--- config.mk ---
export PLATFORM = sky130hd
export DESIGN_NAME = irq_aggregator
export DESIGN_NICKNAME = d
export VERILOG_FILES = /design/src/rtl/irq_agg_pkg.sv /design/src/rtl/irq_agg_ctrl.sv /design/src/rtl/irq_agg_datapath.sv /design/src/rtl/irq_aggregator.sv
export SDC_FILE = /design/constraint.sdc
export NUM_CORES = 1
export LEC_CHECK = 0
export ABC_AREA = 1
export BUFFER_PORTS_ARGS = -buffer_cell sky130_fd_sc_hd__buf_2
export CAP_MARGIN = 5
export CORE_ASPECT_RATIO = 1.2
export CORE_MARGIN = 1.5
export CORE_UTILIZATION = 59
export CTS_CLUSTER_SIZE = 30
export DETAILED_ROUTE_END_ITERATION = 10
export MAX_ROUTING_LAYER = met4
export PLACE_DENSITY = 0.82
export RECOVER_POWER = 50
export SLEW_MARGIN = 20
export SYNTH_ARGS = -nofsm -noshare
export SYNTH_HDL_FRONTEND = slang
export SYNTH_HIERARCHICAL = 1
export SYNTH_SLANG_ARGS = --single-unit
--- constraint.sdc ---
create_clock -name clk -period 1.6 [get_ports clk]
set_clock_uncertainty 0.1 [all_clocks]
set_input_delay 0.16 -clock clk [delete_from_list [all_inputs] [get_ports clk]]
set_output_delay 0.16 -clock clk [all_outputs]
set_load 0.05 [all_outputs]
--- src/rtl/irq_agg_pkg.sv ---
package irq_agg_pkg;

  typedef struct packed {
    logic wrEn;
    logic rdEn;
    logic hit;
    logic isStatus;
  } busStrobe_t;

  function automatic int selW(input int n);
    return (n > 1) ? $clog2(n) : 1;
  endfunction

endpackage

--- src/rtl/irq_agg_ctrl.sv ---
module irq_agg_ctrl
  import irq_agg_pkg::*;
#(
  parameter int NUM_CPU   = 2,
  parameter int NUM_WORDS = 2,
  parameter int ADDR_W    = 8
) (
  input  logic [ADDR_W-1:0]              busAddr,
  input  logic                           busWrEn,
  input  logic                           busRdEn,
  output busStrobe_t                     strobe,
  output logic [selW(NUM_CPU)-1:0]       cpuSel,
  output logic [selW(NUM_WORDS)-1:0]     wordSel
);

  localparam int CPU_W = selW(NUM_CPU);
  localparam int OFF_W = $clog2(2 * NUM_WORDS);
  localparam int IDX_W = ADDR_W - 2 - OFF_W;

  logic [ADDR_W-3:0] wordAddr;
  logic [OFF_W-1:0]  offset;
  logic [IDX_W-1:0]  bankIdx;
  logic              unusedByteLane;

  // byte lanes are not decoded: whole-word access only
  assign unusedByteLane = ^busAddr[1:0];
  assign wordAddr = busAddr[ADDR_W-1:2];
  assign offset   = wordAddr[OFF_W-1:0];
  assign bankIdx  = wordAddr[ADDR_W-3:OFF_W];

  assign strobe.wrEn     = busWrEn;
  assign strobe.rdEn     = busRdEn;
  assign strobe.hit      = (bankIdx < IDX_W'(NUM_CPU));
  assign strobe.isStatus = offset[OFF_W-1];
  assign cpuSel          = CPU_W'(bankIdx);

  generate
    if (NUM_WORDS > 1) begin : gWordIdx
      assign wordSel = offset[OFF_W-2:0];
    end else begin : gSingleWord
      assign wordSel = '0;
    end
  endgenerate

endmodule

--- src/rtl/irq_agg_datapath.sv ---
module irq_agg_datapath
  import irq_agg_pkg::*;
#(
  parameter int NUM_SRC = 64,
  parameter int NUM_CPU = 2
) (
  input  logic                                 clk,
  input  logic                                 rstN,
  input  logic [NUM_SRC-1:0]                   irqIn,
  input  busStrobe_t                           strobe,
  input  logic [selW(NUM_CPU)-1:0]             cpuSel,
  input  logic [selW(NUM_SRC/32)-1:0]          wordSel,
  input  logic [31:0]                          wrData,
  output logic [31:0]                          rdData,
  output logic                                 rdValid,
  output logic [NUM_CPU-1:0]                   irqOut
);

  localparam int NUM_WORDS = NUM_SRC / 32;

  logic [NUM_SRC-1:0]                       syncA;
  logic [NUM_SRC-1:0]                       syncB;
  logic [NUM_WORDS-1:0][31:0]               srcWords;
  logic [NUM_CPU-1:0][NUM_WORDS-1:0][31:0]  enReg;
  logic [NUM_CPU-1:0][NUM_WORDS-1:0][31:0]  maskedWord;
  logic [NUM_CPU-1:0]                       anyPend;
  logic [31:0]                              selEnWord;
  logic [31:0]                              rdNext;
  logic                                     enWrite;

  // two-flop synchroniser on every source line
  always_ff @(posedge clk) begin
    if (!rstN) begin
      syncA <= '0;
      syncB <= '0;
    end else begin
      syncA <= irqIn;
      syncB <= syncA;
    end
  end

  assign srcWords = syncB;
  assign enWrite  = strobe.wrEn && strobe.hit && !strobe.isStatus;

  // enable banks, whole-word writes only
  always_ff @(posedge clk) begin
    if (!rstN) begin
      enReg <= '0;
    end else if (enWrite) begin
      enReg[cpuSel][wordSel] <= wrData;
    end
  end

  generate
    for (genvar c = 0; c < NUM_CPU; c++) begin : gCpu
      for (genvar w = 0; w < NUM_WORDS; w++) begin : gWord
        assign maskedWord[c][w] = srcWords[w] & enReg[c][w];
      end
      assign anyPend[c] = |maskedWord[c];

      always_ff @(posedge clk) begin
        if (!rstN) irqOut[c] <= 1'b0;
        else       irqOut[c] <= anyPend[c];
      end

      AST_QUIET_WHEN_DISABLED: assert property (@(posedge clk) disable iff (!rstN)
        ($past(enReg[c]) == '0) |-> !irqOut[c]);
    end
  endgenerate

  assign selEnWord = enReg[cpuSel][wordSel];

  always_comb begin
    if (!strobe.hit)          rdNext = '0;
    else if (strobe.isStatus) rdNext = maskedWord[cpuSel][wordSel];
    else                      rdNext = selEnWord;
  end

  always_ff @(posedge clk) begin
    if (!rstN) begin
      rdData  <= '0;
      rdValid <= 1'b0;
    end else begin
      rdValid <= strobe.rdEn;
      if (strobe.rdEn) rdData <= rdNext;
    end
  end

  AST_STATUS_WRITE_IGNORED: assert property (@(posedge clk) disable iff (!rstN)
    (strobe.wrEn && strobe.isStatus) |=> $stable(enReg));

  AST_MISS_WRITE_IGNORED: assert property (@(posedge clk) disable iff (!rstN)
    (strobe.wrEn && !strobe.hit) |=> $stable(enReg));

  AST_MISS_READ_ZERO: assert property (@(posedge clk) disable iff (!rstN)
    (strobe.rdEn && !strobe.hit) |=> (rdData == '0));

  AST_STATUS_WITHIN_ENABLE: assert property (@(posedge clk) disable iff (!rstN)
    (strobe.rdEn && strobe.hit && strobe.isStatus) |=> ((rdData & ~$past(selEnWord)) == '0));

  AST_RDVALID_FOLLOWS: assert property (@(posedge clk) disable iff (!rstN)
    strobe.rdEn |=> rdValid);

  AST_RDVALID_PULSE: assert property (@(posedge clk) disable iff (!rstN)
    !strobe.rdEn |=> !rdValid);

endmodule

--- src/rtl/irq_aggregator.sv ---
module irq_aggregator
  import irq_agg_pkg::*;
#(
  parameter int NUM_SRC = 64,
  parameter int NUM_CPU = 2,
  parameter int ADDR_W  = 8
) (
  input  logic               clk,
  input  logic               rstN,
  input  logic [NUM_SRC-1:0] irqIn,
  input  logic [ADDR_W-1:0]  busAddr,
  input  logic               busWrEn,
  input  logic               busRdEn,
  input  logic [31:0]        busWrData,
  output logic [31:0]        busRdData,
  output logic               busRdValid,
  output logic [NUM_CPU-1:0] irqOut
);

  localparam int NUM_WORDS = NUM_SRC / 32;

  busStrobe_t                   strobe;
  logic [selW(NUM_CPU)-1:0]     cpuSel;
  logic [selW(NUM_WORDS)-1:0]   wordSel;

  irq_agg_ctrl #(
    .NUM_CPU  (NUM_CPU),
    .NUM_WORDS(NUM_WORDS),
    .ADDR_W   (ADDR_W)
  ) uCtrl (
    .busAddr(busAddr),
    .busWrEn(busWrEn),
    .busRdEn(busRdEn),
    .strobe (strobe),
    .cpuSel (cpuSel),
    .wordSel(wordSel)
  );

  irq_agg_datapath #(
    .NUM_SRC(NUM_SRC),
    .NUM_CPU(NUM_CPU)
  ) uData (
    .clk    (clk),
    .rstN   (rstN),
    .irqIn  (irqIn),
    .strobe (strobe),
    .cpuSel (cpuSel),
    .wordSel(wordSel),
    .wrData (busWrData),
    .rdData (busRdData),
    .rdValid(busRdValid),
    .irqOut (irqOut)
  );

endmodule

==> flow_summary_export.csv <==
group,metric,value,unit
status,status,"complete, but fails checks",
status,violations,"DRC",
layout,antenna_cells,0,
clock_tree,clock_latency,0.55,ns
min_path,hold_path.class,"input pin to flop",
clock_tree,numCtsBuffers,28,
power,p_leak,8.91,nW
layout,postLayoutCellArea,16400,um^2
yosys,synth_top_family_by_area,"simple AND/OR/NAND/NOR gates",
timing,worstMarginPinSlew,0.515,ns
yosys,synthXorXnorAreaFrac,0,%
detailed_routing,wire_per_inst,14.4,um
grt,use_met2,57.1,%
power,vdd_drop_max,1080,uV
clock_tree,cts_max_level,1,
critical_path,path_buf_inv,5,
placement,dp_hpwl,21.2,mm
critical_path,worstPathMaxFanout,24,
grt,grt_first_pass_wirelength,60.7,mm
grt,grt_overflow,0,
clock_tree,clkTransAtPathRegs,0.06,ns
clock_tree,clkSinkCount,291,
yosys,synth.area.mux_share,0,%
yosys,syn_area_per_cell,6.38,um^2
detailed_routing,drc,12,
detailed_routing,routed_wl,36.9,mm
critical_path,slowest_delay,0.58,ns
grt,use_met1,36.4,%
detailed_routing,dr.pass1.iters,10,
detailed_routing,initialDrtViolationCount,1319,
die,rows,59,
timing,max_freq,637,MHz
timing,finalCriticalPeriod,1.57,ns
die,ios,143,
critical_path,crit_arrival,1.89,ns
grt,grt_max_degree,69,
die,die-area,23200,um^2
yosys,syn_inst,2059,
timing,hold_violations,0,
grt,track_usage,32.4,%
placement,place_area,14300,um^2
timing,period_share,98.1,%
critical_path,crit_family,"buffers and inverters",
die,start_util,60.3,%
timing,relSlewSlack,65.6,%
yosys,ys_seq_area_share,44.3,%
layout,area_growth,25.0,%
yosys,synth_compound_gate_area_share,11.0,%
timing,fin_ws,0.0304,ns
layout,final_common_cell,"nand2_1",
grt,grt-busiest-layer,"met2",
critical_path,crit_path_top_delay_cell,"dlygate4sd3_1",
detailed_routing,ant_nets,0,
yosys,syn_nets,2167,
grt,antenna_found_initial,0,
critical_path,critPathKind,"input pin to flop",
die,die_w,139,um
detailed_routing,drt-vias-per-instance,5.21,
yosys,synth.yosys.warnings,6,
placement,gp_congestion,0.841,
layout,register_area,5830,um^2
grt,grt_pass1_vias,13292,
timing,setup_viol,0,
clock_tree,cts_tree,"built",
layout,layout_common_cells,"nand2_1, dfxtp_1, inv_1",
detailed_routing,via_count,13389,
layout,fin_nets,2381,
die,die_height,166,um
layout,multi_input_area,5660,um^2
yosys,synth-adder-area-share,0,%
yosys,netlist_area,13100,um^2
critical_path,worstPathRequired,1.92,ns
clock_tree,clk_path_buf_depth,3,
yosys,synth-simple-area-share,32.1,%
die,coreArea,21800,um^2
layout,fillers,1593,
yosys,ys_types,19,
critical_path,worstSetupEndpointType,"flop",
yosys,synth-seq-cells,291,
clock_tree,clk_root_buffer_cell,"clkbuf_16",
grt,grt_use_met3,4.03,%
critical_path,path_cells,"buf_2, inv_1, nand2_1, nor2_2, nand3_2, inv_4, nand3_4, buf_12, o21ai_1, dlygate4sd3_1, a21oi_1",
power,power_density,1000,nW/um^2
job,max_cap_viol_count,0,
timing,drv_slew,0,
placement,port_buffers,140,
placement,dp_worst_setup_slack,-0.00709,ns
layout,drive_gt1_share,10.7,%
critical_path,critPathLaunchType,"input pin",
==> state kept, by name, summed over array words and instances (netlist names) <==
signal	count
uData/enReg	128
uData/srcWords	64
uData/syncA	64
uData/rdData	32
uData/irqOut	2
uData/rdValid	1
==> cells in the mapped netlist (all sizes together) <==
| library cell | instances | share of area [%] |
|---|---|---|
| nor2 | 45 | 1.3 |
| nand3 | 37 | 1.8 |
| dfxtp | 291 | 44 |
| nand2 | 1015 | 29 |
| o21ai | 128 | 4.9 |
| clkinv | 1 | 0.029 |
| buf | 69 | 3.6 |
| inv | 265 | 7.6 |
| clkbuf | 48 | 1.4 |
| a21oi | 160 | 6.1 |
==> routing by layer <==
layer	vias to the layer above	wire, um	part of all wire, %
li1	6604	-	-
met1	6002	14200	39
met2	618	18400	50
met3	165	2730	7.4
met4	0	1530	4.1
met5	-	0	0
==> kinds of logic after synthesis <==
kind of cell           after synthesis
DFF                                291
and+or+nand+nor                   1097
AOI/OAI and AO/OA                  288
buffers and inverters              383
==> worst register-to-register path: cells and delay by family (launching register included) <==
kind,cells,cell delay (ns)
simple gates,8,0.88
flops,1,0.34
==> layout make-up <==
cell class                 count  area share [%]
clock buffer                  41            5.12
clock inverter                11            1.11
inverter                     266            6.11
multi-input combinational   1385            34.5
sequential                   291            35.5
tap                          274            2.09
timing repair buffer         301            15.6
==> power by group <==
| group | internal [mW] | total, mW | switching, mW |
|---|---|---|---|
| registers | 7.44 | 7.53 | 0.0895 |
| clock network | 4.44 | 7.26 | 2.82 |
| logic | 0.707 | 1.70 | 0.996 |
==> per-stage QoR <==
| stage | utilization (%) | std cells | TNS, ns | hold WS [ns] | total power [mW] |
|---|---|---|---|---|---|
| floorplan | - | 2059 | 0 | 0.153 | 8.64 |
| global placement | 65.4 | 2403 | 0 | 0.240 | 9.06 |
| detailed placement | 65.4 | 2403 | -0.00709 | 0.245 | 9.10 |
| CTS | 75.3 | 2567 | 0 | 0.144 | 16.4 |
| global route | 75.4 | 2569 | -0.0228 | 0.193 | 17.0 |
| finish | 75.4 | 2569 | 0 | 0.144 | 16.5 |
==> timing repair <==
action / 4_1_cts / 5_1_grt
gates resized for setup: 0 / 2
setup buffers: 0 / 2
endpoints found under the hold margin: 198 / 0
hold buffers: 112 / 0
endpoints found under the setup margin: 0 / 2
==> final timing paths <==
kind | start | end | slack, ns | cells past startpoint
hold / removal | busAddr[4] | uData/rdData[29]$_SDFFE_PN0P_ | 0.14 | 8
hold reg to reg | uData/syncA[17]$_SDFF_PN0_ | uData/srcWords[17]$_SDFF_PN0_ | 0.31 | 2
setup / recovery | busAddr[7] | uData/enReg[77]$_SDFFE_PN0P_ | 0.03 | 11
setup reg to reg | uData/srcWords[45]$_SDFF_PN0_ | uData/irqOut[1]$_SDFF_PN0_ | 0.15 | 8
No activity file was read; power rests on OpenSTA's default activity.
